`config.mk`:
```
export PLATFORM = sky130hd
export DESIGN_NAME = entc_wrap
export DESIGN_NICKNAME = d
export VERILOG_FILES = /design/src/rtl/entc_pkg.sv /design/src/rtl/entc_coef_buf.sv /design/src/rtl/entc_bit_packer.sv /design/src/rtl/entc_ctx_store.sv /design/src/rtl/entc_wrap.sv
export SDC_FILE = /design/constraint.sdc
export NUM_CORES = 1
export LEC_CHECK = 0
export BUFFER_PORTS_ARGS = -buffer_cell sky130_fd_sc_hd__buf_2
export CAP_MARGIN = 10
export CORE_AREA = 2 2 208 291
export DETAILED_ROUTE_END_ITERATION = 8
export DIE_AREA = 0 0 210 293
export PLACE_DENSITY = 0.66
export SETUP_SLACK_MARGIN = 0.1
export SYNTH_ARGS = -nofsm -noshare
export SYNTH_HDL_FRONTEND = slang
export SYNTH_SLANG_ARGS = --single-unit
```
`constraint.sdc`:
```
create_clock -name clk -period 3.65 [get_ports clk]
set_clock_uncertainty 0.15 [all_clocks]
set_input_delay 0.1825 -clock clk [delete_from_list [all_inputs] [get_ports clk]]
set_output_delay 0.1825 -clock clk [all_outputs]
set_load 0.02 [all_outputs]
```
`src/rtl/entc_pkg.sv`:
```
package entc_pkg;
  typedef enum logic {MODE_BIG = 1'b0, MODE_SMALL = 1'b1} mode_e;
  typedef enum logic [1:0] {ST_FILL, ST_DRAIN, ST_SAVE, ST_RECONF} state_e;
  localparam int PEND_W = 7;
  localparam int PCNT_W = 3;
endpackage

```
`src/rtl/entc_coef_buf.sv`:
```
module entc_coef_buf #(
  parameter int COEF_W = 8,
  parameter int DEPTH  = 64,
  localparam int AW    = $clog2(DEPTH)
) (
  input  logic              clk,
  input  logic              wr_en,
  input  logic [AW-1:0]     wr_addr,
  input  logic [COEF_W-1:0] wr_data,
  input  logic              rd_en,
  input  logic [AW-1:0]     rd_addr,
  output logic [COEF_W-1:0] rd_data
);
  logic [COEF_W-1:0] mem [DEPTH];

  always_ff @(posedge clk) begin
    if (wr_en) mem[wr_addr] <= wr_data;
    if (rd_en) rd_data <= mem[rd_addr];
  end
endmodule

```
`src/rtl/entc_bit_packer.sv`:
```
module entc_bit_packer
  import entc_pkg::*;
#(
  parameter int CODE_W = 8,
  parameter int LEN_W  = 4
) (
  input  logic              clk,
  input  logic              rst,
  input  logic              in_valid,
  input  logic [CODE_W-1:0] in_bits,
  input  logic [LEN_W-1:0]  in_len,
  input  logic              load,
  input  logic [PEND_W-1:0] load_bits,
  input  logic [PCNT_W-1:0] load_cnt,
  output logic [PEND_W-1:0] pend_bits,
  output logic [PCNT_W-1:0] pend_cnt,
  output logic              byte_valid,
  output logic [7:0]        byte_data
);
  localparam int ACC_W = PEND_W + CODE_W;
  localparam int TOT_W = $clog2(ACC_W + 1);

  logic [CODE_W-1:0] len_mask;
  logic [ACC_W-1:0]  acc, acc_sh, rem_mask;
  logic [TOT_W-1:0]  total, sh;
  logic              full;

  always_comb begin
    for (int i = 0; i < CODE_W; i++) len_mask[i] = (i < int'(in_len));
    acc   = (ACC_W'(pend_bits) << in_len) | ACC_W'(in_bits & len_mask);
    total = TOT_W'(pend_cnt) + TOT_W'(in_len);
    full  = (total >= TOT_W'(8));
    sh    = full ? total - TOT_W'(8) : '0;
    acc_sh = acc >> sh;
    for (int i = 0; i < ACC_W; i++) rem_mask[i] = (i < int'(sh));
  end

  always_ff @(posedge clk) begin
    if (rst) begin
      pend_bits  <= '0;
      pend_cnt   <= '0;
      byte_valid <= 1'b0;
      byte_data  <= '0;
    end else begin
      byte_valid <= 1'b0;
      if (load) begin
        pend_bits <= load_bits;
        pend_cnt  <= load_cnt;
      end else if (in_valid) begin
        if (full) begin
          byte_valid <= 1'b1;
          byte_data  <= acc_sh[7:0];
          pend_bits  <= acc[PEND_W-1:0] & rem_mask[PEND_W-1:0];
          pend_cnt   <= sh[PCNT_W-1:0];
        end else begin
          pend_bits <= acc[PEND_W-1:0];
          pend_cnt  <= total[PCNT_W-1:0];
        end
      end
    end
  end
endmodule

```
`src/rtl/entc_ctx_store.sv`:
```
module entc_ctx_store #(
  parameter int CTX_W = 26
) (
  input  logic             clk,
  input  logic             rst,
  input  logic             save,
  input  logic             wr_sel,
  input  logic [CTX_W-1:0] wr_ctx,
  input  logic             rd_sel,
  output logic [CTX_W-1:0] rd_ctx
);
  logic [CTX_W-1:0] slot [2];

  for (genvar g = 0; g < 2; g++) begin : g_slot
    always_ff @(posedge clk) begin
      if (rst) slot[g] <= '0;
      else if (save && (wr_sel == 1'(g))) slot[g] <= wr_ctx;
    end
  end

  assign rd_ctx = slot[rd_sel];
endmodule

```
`src/rtl/entc_wrap.sv`:
```
module entc_wrap
  import entc_pkg::*;
#(
  parameter int COEF_W  = 8,
  parameter int CODE_W  = 8,
  parameter int LEN_W   = 4,
  parameter int IDX_W   = 16,
  parameter int BIG_N   = 64,
  parameter int SMALL_N = 16
) (
  input  logic              clk,
  input  logic              rst,
  input  logic              in_valid,
  output logic              in_ready,
  input  logic [COEF_W-1:0] in_coef,
  output logic              core_valid,
  input  logic              core_ready,
  output logic [COEF_W-1:0] core_coef,
  output logic              core_last,
  input  logic              code_valid,
  input  logic [CODE_W-1:0] code_bits,
  input  logic [LEN_W-1:0]  code_len,
  input  logic              code_last,
  output logic              out_valid,
  output logic [7:0]        out_byte,
  input  logic              swap_req,
  output logic              reconf_grant,
  input  logic              cfg_done,
  output logic              cfg_mode,
  output logic [IDX_W-1:0]  blk_idx
);
  localparam int AW       = $clog2(BIG_N);
  localparam int CNT_W    = AW + 1;
  localparam int SMALL_AW = $clog2(SMALL_N);
  localparam int SLOT_W   = AW - SMALL_AW;
  localparam int CTX_W    = IDX_W + PEND_W + PCNT_W;

  mode_e             mode;
  state_e            st;
  logic [CNT_W-1:0]  wr_cnt, rd_cnt, blk_len;
  logic [AW-1:0]     base;
  logic [IDX_W-1:0]  idx;
  logic              swap_pend, q_valid, q_last, adv, rd_en, accept, blk_end;
  logic              restore;
  logic [PEND_W-1:0] pend_bits;
  logic [PCNT_W-1:0] pend_cnt;
  logic [CTX_W-1:0]  ctx_rd;

  assign blk_len = (mode == MODE_BIG) ? CNT_W'(BIG_N) : CNT_W'(SMALL_N);
  assign base    = (mode == MODE_BIG) ? '0
                                      : AW'({idx[SLOT_W-1:0], {SMALL_AW{1'b0}}});
  assign in_ready = (st == ST_FILL) && !(swap_pend && wr_cnt == '0);
  assign accept   = in_valid && in_ready;
  assign adv      = !q_valid || core_ready;
  assign rd_en    = (st == ST_DRAIN) && adv && (rd_cnt < blk_len);
  assign blk_end  = (st == ST_DRAIN) && code_valid && code_last;
  assign restore  = (st == ST_RECONF) && cfg_done;

  entc_coef_buf #(.COEF_W(COEF_W), .DEPTH(BIG_N)) u_buf (
    .clk    (clk),
    .wr_en  (accept),
    .wr_addr(base + wr_cnt[AW-1:0]),
    .wr_data(in_coef),
    .rd_en  (rd_en),
    .rd_addr(base + rd_cnt[AW-1:0]),
    .rd_data(core_coef)
  );

  entc_bit_packer #(.CODE_W(CODE_W), .LEN_W(LEN_W)) u_pack (
    .clk       (clk),
    .rst       (rst),
    .in_valid  (code_valid && st == ST_DRAIN),
    .in_bits   (code_bits),
    .in_len    (code_len),
    .load      (restore),
    .load_bits (ctx_rd[PCNT_W +: PEND_W]),
    .load_cnt  (ctx_rd[PCNT_W-1:0]),
    .pend_bits (pend_bits),
    .pend_cnt  (pend_cnt),
    .byte_valid(out_valid),
    .byte_data (out_byte)
  );

  entc_ctx_store #(.CTX_W(CTX_W)) u_ctx (
    .clk   (clk),
    .rst   (rst),
    .save  (st == ST_SAVE),
    .wr_sel(mode),
    .wr_ctx({idx, pend_bits, pend_cnt}),
    .rd_sel(~mode),
    .rd_ctx(ctx_rd)
  );

  always_ff @(posedge clk) begin
    if (rst) begin
      st        <= ST_FILL;
      mode      <= MODE_BIG;
      wr_cnt    <= '0;
      rd_cnt    <= '0;
      idx       <= '0;
      swap_pend <= 1'b0;
      q_valid   <= 1'b0;
      q_last    <= 1'b0;
    end else begin
      if (st == ST_SAVE) swap_pend <= 1'b0;
      else if (swap_req) swap_pend <= 1'b1;

      if (adv) q_valid <= rd_en;
      if (rd_en) begin
        q_last <= (rd_cnt == blk_len - 1'b1);
        rd_cnt <= rd_cnt + 1'b1;
      end

      unique case (st)
        ST_FILL: begin
          if (swap_pend && wr_cnt == '0) st <= ST_SAVE;
          else if (accept) begin
            if (wr_cnt == blk_len - 1'b1) begin
              wr_cnt <= '0;
              rd_cnt <= '0;
              st     <= ST_DRAIN;
            end else begin
              wr_cnt <= wr_cnt + 1'b1;
            end
          end
        end
        ST_DRAIN: begin
          if (blk_end) begin
            idx <= idx + 1'b1;
            st  <= swap_pend ? ST_SAVE : ST_FILL;
          end
        end
        ST_SAVE: st <= ST_RECONF;
        ST_RECONF: begin
          if (cfg_done) begin
            mode <= mode_e'(~mode);
            idx  <= ctx_rd[CTX_W-1 -: IDX_W];
            st   <= ST_FILL;
          end
        end
        default: st <= ST_FILL;
      endcase
    end
  end

  assign core_valid   = q_valid;
  assign core_last    = q_valid && q_last;
  assign reconf_grant = (st == ST_RECONF);
  assign cfg_mode     = mode;
  assign blk_idx      = idx;
endmodule

```
==> results of run 1 <==
## through the flow
| step | cell area [um2] | total power [mW] |
|---|---|---|
| floorplan | 26300 | 9.50 |
| global placement | 28000 | 10.1 |
| detailed placement | 28000 | 10.2 |
| CTS | 29900 | 15.8 |
| global route | 29900 | 16.2 |
| finish | 29900 | 15.7 |
## final cells by class
cell class                 count  share of cell area (%)
clock buffer                  66                    4.95
clock inverter                39                   0.961
inverter                      13                   0.163
multi-input combinational    772                    25.2
sequential                   627                    61.1
tap                          749                    3.13
timing repair buffer         185                    4.50
## worst max path at each step
stage | from | to | cells past startpoint
3_5_place_dp | code_len[1] | u_pack.byte_data[1]$_SDFFE_PP0P_ | 8
2_1_floorplan | wr_cnt[0]$_SDFFE_PP0P_ | u_buf.mem[27][0]$_DFFE_PP_ | 9
6_report | u_pack.pend_cnt[1]$_SDFFE_PP0P_ | u_pack.pend_bits[0]$_SDFFE_PP0P_ | 8
4_1_cts | wr_cnt[0]$_SDFFE_PP0P_ | u_buf.mem[57][3]$_DFFE_PP_ | 9
5_1_grt | wr_cnt[0]$_SDFFE_PP0P_ | u_buf.mem[57][5]$_DFFE_PP_ | 9
3_3_place_gp | code_len[1] | u_pack.byte_data[1]$_SDFFE_PP0P_ | 8
## placed cells by master (no fill, tap or decap), types with 12 or more instances in the layout
| cell type | n |
|---|---|
| sky130_fd_sc_hd__clkbuf_16 | 58 |
| sky130_fd_sc_hd__a211oi_1 | 12 |
| sky130_fd_sc_hd__buf_2 | 65 |
| sky130_fd_sc_hd__mux2i_1 | 39 |
| sky130_fd_sc_hd__nor3_1 | 29 |
| sky130_fd_sc_hd__dlygate4sd3_1 | 18 |
| sky130_fd_sc_hd__mux4_2 | 171 |
| sky130_fd_sc_hd__edfxtp_1 | 572 |
| sky130_fd_sc_hd__o21ai_0 | 34 |
| sky130_fd_sc_hd__dfxtp_1 | 51 |
| sky130_fd_sc_hd__buf_4 | 96 |
| sky130_fd_sc_hd__nand2_1 | 50 |
| sky130_fd_sc_hd__nor2_1 | 140 |
| sky130_fd_sc_hd__xnor2_1 | 12 |
| sky130_fd_sc_hd__a21oi_1 | 42 |
| sky130_fd_sc_hd__clkinv_2 | 16 |
| sky130_fd_sc_hd__nand3_1 | 20 |
| sky130_fd_sc_hd__and2_1 | 53 |
## routing by layer
metal / wire length [um] / up-vias / share of wire [%]
met4: 2020 / 2 / 3.3
met1: 23600 / 7441 / 39
met2: 32300 / 476 / 53
met3: 3230 / 117 / 5.3
li1: - / 6342 / -
met5: 13 / - / 0.021
## synth_stat cells (5+ instances only)
library cell	n
sky130_fd_sc_hd__a211oi_1	12
sky130_fd_sc_hd__a21oi_1	42
sky130_fd_sc_hd__a22oi_1	5
sky130_fd_sc_hd__a31oi_1	7
sky130_fd_sc_hd__and2_1	53
sky130_fd_sc_hd__and3_1	8
sky130_fd_sc_hd__buf_1	8
sky130_fd_sc_hd__buf_2	10
sky130_fd_sc_hd__buf_6	10
sky130_fd_sc_hd__clkbuf_1	54
sky130_fd_sc_hd__dfxtp_1	55
sky130_fd_sc_hd__edfxtp_1	572
sky130_fd_sc_hd__ha_1	11
sky130_fd_sc_hd__inv_1	11
sky130_fd_sc_hd__mux2_2	6
sky130_fd_sc_hd__mux2i_1	39
sky130_fd_sc_hd__mux4_2	171
sky130_fd_sc_hd__nand2_1	50
sky130_fd_sc_hd__nand2b_1	10
sky130_fd_sc_hd__nand3_1	20
sky130_fd_sc_hd__nand3b_1	6
sky130_fd_sc_hd__nor2_1	141
sky130_fd_sc_hd__nor2b_1	9
sky130_fd_sc_hd__nor3_1	30
sky130_fd_sc_hd__nor4_1	6
sky130_fd_sc_hd__o21ai_0	34
sky130_fd_sc_hd__o22ai_1	11
sky130_fd_sc_hd__or3_1	5
sky130_fd_sc_hd__xnor2_1	12
sky130_fd_sc_hd__xor2_1	7
## sequential cells by signal (all words and copies together), names as in the netlist, 3 cells and up
register	flops
blk_idx	16
rd_cnt	7
u_buf.mem	512
u_buf.rd_data	8
u_ctx.slot	52
u_pack.byte_data	8
u_pack.pend_bits	7
u_pack.pend_cnt	3
wr_cnt	7
## critical path: stages (launching register included)
cell and delay (ns):
sky130_fd_sc_hd__dfxtp_1 0.38, sky130_fd_sc_hd__ha_1 0.27, sky130_fd_sc_hd__a211oi_2 0.39, sky130_fd_sc_hd__nor3_1 0.17, sky130_fd_sc_hd__nor2_1 0.56, sky130_fd_sc_hd__a31oi_1 0.23
sky130_fd_sc_hd__a221oi_1 0.30, sky130_fd_sc_hd__nor2_1 0.07, sky130_fd_sc_hd__dlygate4sd3_1 0.58
## kinds of logic after synthesis
family,after synthesis,share of synthesized area [%]
fa+ha+maj,12,0.600
compound gates,163,4.13
mux,219,16.5
xor+xnor,20,0.696
simple gates,358,6.67
buf+inv,98,1.78
flops,627,69.6
## repair_timing
action,in CTS,in global routing
hold buffers,18,0
setup endpoints to repair,0,0
endpoints found under the hold margin,86,0
gates resized for setup,0,0
## power breakdown
part / internal (mW) / total, mW / switching [mW] / leakage [nW]
clock network: 3.01 / 5.67 / 2.66 / 0.867
logic: 0.843 / 1.93 / 1.09 / 2.99
registers: 7.98 / 8.08 / 0.0991 / 5.67
==> flow_metrics.py, run 1 <==
metrics = {
    "route": {
        "drc_errors": 0,
        "drt_iter0_markers": 1188,
        "detail_route.wl_per_cell_um": 24.9,
        "vias_per_cell": 5.87,
        "dr_total_vias": 14400,
        "drt-total-wl_um": 61100,
        "routed_antenna_nets": 0,
        "firstDrtPassIters": 5,
    },
    "hold_path": {
        "hold_path_end": "u_pack.pend_bits[2]$_SDFFE_PP0P_",
        "hold_path_origin": "code_bits[2]",
        "min_delay_path_depth": 7,
        "worstHoldPathType": "primary input to flop",
    },
    "final_layout": {
        "drive_gt1_share_pct": 26.3,
        "final-seq-area_um2": 18300,
        "final-instance-count-excl-fill": 2451,
        "antenna_cells_inserted": 0,
        "nets": 1697,
        "area_delta_synth_final_pct": 14.0,
        "fillerInstances": 4696,
        "utilization_pct": 51.0,
        "multiInputGateArea_um2": 7540,
    },
    "timing": {
        "report.final.slew_viol_count": 0,
        "rsz_0062_raised_after_global_routing": "false",
        "final_min_period_over_clock_period_pct": 88.1,
        "worstMarginPinSlew_ns": 1.11,
        "whs_ns": 0.0727,
        "setup_viol": 0,
        "post-route-min-period_ns": 3.21,
        "final_hold_viol_count": 0,
        "fmaxAchievable_ghz": 0.311,
        "timing.max_slew.rel_slack_pct": 25.4,
        "postLayoutSetupSlackWorst_ns": 0.435,
        "setup-tns-final_ns": 0,
    },
    "yosys": {
        "proportion_of_register_bits_with_asynchronous_set_or_reset_after_synthesis_pct": 0,
        "netlist_instances": 1497,
        "ys_seq_elements": 627,
        "postSynthNetCount": 1537,
        "synth_enable_flop_cells": 572,
        "yosysUniqueCellTypes": 74,
        "synth.yosys.seq_area_share_pct": 69.6,
        "synthFlopType": "sky130_fd_sc_hd__edfxtp_1",
        "yosysWarningCount": 0,
        "synth_area_per_cell_um2": 17.5,
        "netlist.area_leader.share_pct": 65.4,
        "synthDominantAreaCellType": "sky130_fd_sc_hd__edfxtp_1",
        "post_synth_main_area_contributors": "sky130_fd_sc_hd__edfxtp_1, sky130_fd_sc_hd__mux4_2, sky130_fd_sc_hd__dfxtp_1",
        "synth_area_um2": 26300,
    },
    "critical_path": {
        "r2r_start": "u_pack.pend_cnt[1]$_SDFFE_PP0P_",
        "crit-reg2reg-capture": "u_pack.pend_bits[0]$_SDFFE_PP0P_",
        "critPathMaxFanout": 10,
        "r2r.worst_path.cells": 8,
        "timing.reg2reg.setup_slack_ns": 0.44,
        "worstSetupPathType": "flop to flop",
        "arrival_ns": 3.57,
        "start_kind": "flop",
        "cp-end-kind": "flop",
        "cp_data_required_time_ns": 4.01,
    },
    "floorplan": {
        "num_rows": 105,
        "floorplan.die_area_um2": 61500,
        "ioPinCount": 66,
        "core_area_um2": 58700,
        "die-height_um": 293,
        "initial_utilization_pct": 44.7,
        "fp.dieW_um": 210,
    },
    "pwr": {
        "cellLeakagePower_nw": 9.52,
        "peak_ir_drop_on_the_vdd_network_mv": 0.418,
        "power_per_cell_area_nw_per_um2": 524,
    },
    "clocking": {
        "clock_tree.htree_level_count": 2,
        "tritoncts": "done",
        "root_buffer_cell": "sky130_fd_sc_hd__clkbuf_16",
        "clkSlewWorstSetupHoldPaths_ns": 0.07,
        "cts_inserted_buffers": 58,
        "cts_setup_buffers": 0,
        "clock_latency_at_the_later_pin_of_the_worst_skew_pair_ns": 0.63,
        "clkSinkCount": 627,
        "cts_buffer_depth": 3,
    },
    "global_route": {
        "initial_antenna_violation_count": 1,
        "grt_overflow_total": 0,
        "groute.usage.overall_pct": 20.2,
        "global_route.usage.met2_pct": 36.4,
        "met3_usage_pct": 2.70,
        "met1_usage_pct": 25.0,
        "grt_busiest_layer": "met2",
        "grt_max_degree": 68,
        "first_global_vias": 14800,
        "wire_length_of_the_first_global_routing_pass_um": 93000,
    },
    "placed_design": {
        "dp.cells": 2328,
        "port_buffer_count": 65,
        "detailedPlacementHpwl_um": 40400,
        "dp_slack_ns": 0.514,
        "finalWeightedCongestion": 0.956,
    },
    "outcome": {
        "run_status": "complete, no violations",
    },
    "flow_run": {
        "max_cap_viol_count": 0,
    },
}
Note: power is estimated with default switching activity, not from simulation.
==> inputs of run 2 (changes only) <==
- PLACE_DENSITY: 0.66 -> default
- PLACE_DENSITY_LB_ADDON: default -> 0.12
- clock period: 3.65 -> 3.1 ns (I/O delays scaled with it)
==> flow_metrics.py, run 2 (synthesis results as in run 1) <==
metrics = {
    "outcome": {
        "run_status": "complete, no violations",
    },
    "critical_path": {
        "worstSetupPathType": "flop to flop",
        "arrival_ns": 3.24,
        "slowest_delay_ns": 0.51,
        "critPathTopFamily": "compound AO/OA/AOI/OAI gates",
        "critPathMaxFanout": 8,
        "cp_data_required_time_ns": 3.48,
        "cp-end-kind": "flop",
        "crit_buf_inv": 2,
        "start_kind": "flop",
        "timing.critical_path.cells": "ha_1 -> a211oi_2 -> o21a_1 -> nor2_1 -> buf_4 -> a311oi_1 -> buf_4 -> a211oi_1 -> a211oi_1",
        "crit_slowest_cell": "sky130_fd_sc_hd__a311oi_1",
    },
    "final_layout": {
        "final-instance-count-excl-fill": 2458,
        "registers.top_by_ff_count": "u_buf.mem",
        "leading_cell_type_in_the_layout_fill_and_taps_excluded": "sky130_fd_sc_hd__edfxtp_1",
        "multiInputGateArea_um2": 7770,
        "drive_gt1_share_pct": 29.9,
        "nets": 1697,
        "largest_register_ffs": 512,
        "final_design_area_no_fill_um2": 30500,
        "fillerInstances": 4762,
        "final-seq-area_um2": 18300,
        "layout_common_cells": "sky130_fd_sc_hd__edfxtp_1, sky130_fd_sc_hd__mux4_2, sky130_fd_sc_hd__buf_4, sky130_fd_sc_hd__nor2_1, sky130_fd_sc_hd__buf_2",
        "area_delta_synth_final_pct": 16.0,
    },
    "timing": {
        "fmaxAchievable_ghz": 0.349,
        "whs_ns": 0.0973,
        "worstMarginPinSlew_ns": 1.19,
        "timing.max_slew.rel_slack_pct": 20.7,
        "report.final.slew_viol_count": 0,
        "post-route-min-period_ns": 2.87,
        "setup_viol": 0,
        "setup-tns-final_ns": 0,
        "rsz_0062_raised_after_global_routing": "false",
        "final_min_period_over_clock_period_pct": 92.5,
        "final_hold_viol_count": 0,
    },
    "clocking": {
        "clkSinkCount": 627,
        "cts_buffer_depth": 3,
        "tritoncts": "done",
        "clock_tree.htree_level_count": 2,
        "cts_setup_buffers": 0,
        "cts_inserted_buffers": 60,
        "root_buffer_cell": "sky130_fd_sc_hd__clkbuf_16",
        "clkSlewWorstSetupHoldPaths_ns": 0.07,
        "clock_latency_at_the_later_pin_of_the_worst_skew_pair_ns": 0.61,
    },
    "placed_design": {
        "port_buffer_count": 65,
        "detailedPlacementHpwl_um": 39900,
        "placedInstanceArea_um2": 28200,
        "dp.cells": 2327,
        "finalWeightedCongestion": 0.859,
    },
    "floorplan": {
        "floorplan.die_area_um2": 61500,
        "ioPinCount": 66,
        "fp.dieW_um": 210,
        "die-height_um": 293,
        "core_area_um2": 58700,
        "num_rows": 105,
        "initial_utilization_pct": 44.7,
    },
    "route": {
        "drt_iter0_markers": 945,
        "dr_total_vias": 14200,
        "firstDrtPassIters": 5,
        "detail_route.wl_per_cell_um": 25.5,
        "drc_errors": 0,
        "drt-total-wl_um": 62600,
        "vias_per_cell": 5.77,
        "routed_antenna_nets": 0,
    },
    "pwr": {
        "p_total_mw": 19.3,
        "peak_ir_drop_on_the_vdd_network_mv": 0.508,
        "power_per_cell_area_nw_per_um2": 635,
        "cellLeakagePower_nw": 9.65,
    },
    "flow_run": {
        "max_cap_viol_count": 0,
    },
    "global_route": {
        "groute.usage.overall_pct": 20.7,
        "initial_antenna_violation_count": 0,
        "grt_max_degree": 68,
        "wire_length_of_the_first_global_routing_pass_um": 94300,
        "grt_overflow_total": 0,
        "first_global_vias": 14700,
    },
    "hold_path": {
        "worstHoldPathType": "primary input to flop",
    },
}
[run 2: cell types whose count changed in the layout (fill, tap and decap cells not counted), sizes merged]
cell	previous run	this run
clkbuf	66	73
dlygate4sd3	18	15
diode	0	1
inv	17	15
clkinvlp	4	3
clkinv	30	27
buf	167	168
bufinv	1	8
[run 2: where the power goes]
| group | leakage, nW | internal [mW] | switching (mW) |
|---|---|---|---|
| logic | 3.00 | 1.08 | 1.29 |
| registers | 5.67 | 9.40 | 0.101 |
| clock network | 0.986 | 4.32 | 3.16 |
| total | 9.65 | 14.8 | 4.54 |
[run 2: through the flow]
step	utilization [%]	setup slack, ns
global placement	48.1	0.251
CTS	51.7	0.232
detailed placement	48.1	0.232
floorplan	-	-0.00611
finish	51.9	0.234
global route	51.9	0.102
[run 2: worst paths after layout]
| check | startpoint | end | slack [ns] | cells past startpoint |
|---|---|---|---|---|
| max | u_pack.pend_cnt[1]$_SDFFE_PP0P_ | u_pack.pend_bits[1]$_SDFFE_PP0P_ | 0.23 | 9 |
| min | code_bits[7] | u_pack.byte_data[2]$_SDFFE_PP0P_ | 0.1 | 6 |
| max reg2reg | u_pack.pend_cnt[1]$_SDFFE_PP0P_ | u_pack.pend_bits[1]$_SDFFE_PP0P_ | 0.23 | 9 |
| min reg2reg | u_pack.byte_data[4]$_SDFFE_PP0P_ | u_pack.byte_data[4]$_SDFFE_PP0P_ | 0.35 | 2 |
[run 2: metal layers]
| layer | up-vias | global-route usage [%] | share of wire (%) |
|---|---|---|---|
| li1 | 6340 | - | - |
| met1 | 7380 | 26.0 | 40 |
| met2 | 372 | 37.5 | 54 |
| met3 | 97 | 2.66 | 4.2 |
| met4 | 0 | 5.83 | 2.4 |
| met5 | - | 0 | 0 |
[run 2: cell type report]
cell class / count / area share (%)
timing repair buffer: 183 / 4.59
multi-input combinational: 772 / 25.5
clock inverter: 40 / 1.39
clock buffer: 73 / 5.22
inverter: 13 / 0.160
sequential: 627 / 60.0
tap: 749 / 3.08
antenna: 1 / 0.00822
[run 2: worst min-delay path: stages]
cell and delay, ns:
sky130_fd_sc_hd__buf_2 0.10, sky130_fd_sc_hd__nand2_1 0.05, sky130_fd_sc_hd__o21a_1 0.13, sky130_fd_sc_hd__nand2_1 0.07, sky130_fd_sc_hd__a31oi_1 0.11, sky130_fd_sc_hd__o221ai_1 0.19
[run 2: what timing repair did]
| action | CTS | global route |
|---|---|---|
| hold endpoints to repair | 58 | 49 |
| hold buffers | 13 | 2 |
| setup endpoints to repair | 0 | 2 |
| resized for setup | 0 | 2 |
==> inputs of run 3 (changes only) <==
- BUFFER_PORTS_ARGS: -buffer_cell sky130_fd_sc_hd__buf_2 -> default
- CTS_BUF_LIST: default -> sky130_fd_sc_hd__clkbuf_2 sky130_fd_sc_hd__clkbuf_4 sky130_fd_sc_hd__clkbuf_8
- DONT_BUFFER_PORTS: default -> 1
==> flow_metrics.py, run 3 (synthesis results as in run 1) <==
metrics = {
    "outcome": {
        "run_status": "complete, no violations",
    },
    "global_route": {
        "groute.usage.overall_pct": 21.2,
        "first_global_vias": 15000,
        "grt_overflow_total": 0,
        "grt_max_degree": 65,
        "initial_antenna_violation_count": 2,
        "wire_length_of_the_first_global_routing_pass_um": 95500,
    },
    "critical_path": {
        "cp-end-kind": "flop",
        "r2r.worst_path.cells": 8,
        "arrival_ns": 3.32,
        "critPathMaxFanout": 19,
        "worstSetupPathType": "primary input to flop",
        "start_kind": "primary input",
        "cp_data_required_time_ns": 3.55,
    },
    "timing": {
        "report.final.slew_viol_count": 0,
        "rsz_0062_raised_after_global_routing": "true",
        "final_hold_viol_count": 0,
        "final_min_period_over_clock_period_pct": 92.5,
        "timing.max_slew.rel_slack_pct": 34.2,
        "setup_viol": 0,
        "post-route-min-period_ns": 2.87,
        "fmaxAchievable_ghz": 0.349,
        "worstMarginPinSlew_ns": 0.982,
    },
    "final_layout": {
        "area_delta_synth_final_pct": 15.7,
        "layout_common_cells": "sky130_fd_sc_hd__edfxtp_1, sky130_fd_sc_hd__mux4_2, sky130_fd_sc_hd__clkbuf_8, sky130_fd_sc_hd__nor2_1, sky130_fd_sc_hd__buf_4",
        "multiInputGateArea_um2": 7770,
        "final-seq-area_um2": 18300,
        "leading_cell_type_in_the_layout_fill_and_taps_excluded": "sky130_fd_sc_hd__edfxtp_1",
        "drive_gt1_share_pct": 29.6,
        "utilization_pct": 51.8,
        "nets": 1689,
        "largest_register_ffs": 512,
        "fillerInstances": 4751,
        "registers.top_by_ff_count": "u_buf.mem",
    },
    "floorplan": {
        "num_rows": 105,
        "core_area_um2": 58700,
        "fp.dieW_um": 210,
        "die-height_um": 293,
        "floorplan.die_area_um2": 61500,
        "ioPinCount": 66,
        "initial_utilization_pct": 44.7,
    },
    "route": {
        "vias_per_cell": 5.74,
        "detail_route.wl_per_cell_um": 25.7,
        "drt-total-wl_um": 63500,
        "dr_total_vias": 14200,
        "drc_errors": 0,
        "drt_iter0_markers": 904,
        "routed_antenna_nets": 0,
        "firstDrtPassIters": 5,
    },
    "clocking": {
        "clkSinkCount": 627,
        "clock_tree.htree_level_count": 3,
        "tritoncts": "done",
        "clock_latency_at_the_later_pin_of_the_worst_skew_pair_ns": 0.69,
        "cts_setup_buffers": 0,
        "root_buffer_cell": "sky130_fd_sc_hd__clkbuf_8",
        "clkSlewWorstSetupHoldPaths_ns": 0.06,
        "cts_buffer_depth": 3,
        "cts_inserted_buffers": 97,
    },
    "pwr": {
        "cellLeakagePower_nw": 9.52,
        "power_per_cell_area_nw_per_um2": 614,
        "p_total_mw": 18.7,
        "peak_ir_drop_on_the_vdd_network_mv": 0.398,
    },
    "placed_design": {
        "finalWeightedCongestion": 0.871,
        "port_buffer_count": 0,
        "detailedPlacementHpwl_um": 40200,
    },
    "flow_run": {
        "max_cap_viol_count": 0,
    },
    "hold_path": {
        "worstHoldPathType": "primary input to flop",
        "min_delay_path_depth": 4,
    },
}
==> run 3: cell count changes in the layout (fill, tap and decap cells not counted), moves of 9 or more <==
| cell | delta |
|---|---|
| sky130_fd_sc_hd__clkbuf_16 | -60 |
| sky130_fd_sc_hd__buf_2 | -65 |
| sky130_fd_sc_hd__clkbuf_4 | +32 |
| sky130_fd_sc_hd__dlygate4sd3_1 | +18 |
| sky130_fd_sc_hd__buf_16 | +9 |
| sky130_fd_sc_hd__clkbuf_1 | -9 |
| sky130_fd_sc_hd__clkbuf_8 | +100 |
==> run 3: cell type report <==
class | instances | area share (%)
clock inverters | 37 | 0.786
well taps | 749 | 3.08
diodes | 1 | 0.00823
repair buffers | 138 | 4.73
clock buffers | 136 | 5.50
inverters | 13 | 0.161
multi-input cells | 772 | 25.6
flip-flops and latches | 627 | 60.2
==> run 3: layer usage <==
metal	wire, um	up-vias	part of all wire, %	GRT usage [%]
met4	1680	2	2.6	7.58
met2	34600	383	55	38.9
met1	24200	7362	38	25.0
met3	2940	101	4.6	3.76
li1	-	6341	-	-
met5	18	-	0.028	0
==> run 3: per-stage QoR <==
stage	setup WS, ns	hold slack [ns]	area [um2]	cells	setup TNS (ns)
after floorplan	-0.00611	0.104	26500	1497	-0.542
after global placement	0.237	0.0797	27900	2257	0
after detailed placement	0.247	0.0813	27900	2257	0
after CTS	0.191	0.000937	30400	2472	0
after global routing	0.0902	0.0598	30400	2473	0
final	0.232	0.0451	30400	2473	0
==> run 3: final timing paths <==
path              slack [ns]                          endpoint                              from
setup / recovery        0.23  u_pack.pend_bits[4]$_SDFFE_PP0P_                       code_len[1]
setup reg to reg        0.25  u_pack.pend_bits[2]$_SDFFE_PP0P_  u_pack.pend_bits[1]$_SDFFE_PP0P_
hold reg to reg         0.41              rd_cnt[6]$_SDFF_PP0_              rd_cnt[6]$_SDFF_PP0_
hold / removal          0.05      u_pack.byte_valid$_SDFF_PP0_                       code_len[3]
==> run 3: critical path: stages <==
cell and delay [ns]:
sky130_fd_sc_hd__dlygate4sd3_1 0.69, sky130_fd_sc_hd__o21ai_0 0.21, sky130_fd_sc_hd__a21oi_1 0.08, sky130_fd_sc_hd__dlygate4sd3_1 0.55
sky130_fd_sc_hd__or3_1 0.43, sky130_fd_sc_hd__dlygate4sd3_1 0.63, sky130_fd_sc_hd__or3_1 0.44, sky130_fd_sc_hd__a21oi_1 0.15
==> run 3: what timing repair did <==
item                                    4_1_cts  5_1_grt
gates resized for setup                       0        2
hold buffers                                 42        0
endpoints found under the setup margin        0        8
hold endpoints to repair                    679        0
==> run 3: where the power goes <==
group	switching, mW	internal [mW]
registers	0.127	9.40
clock network	3.14	3.65
logic	1.25	1.09
total	4.52	14.1
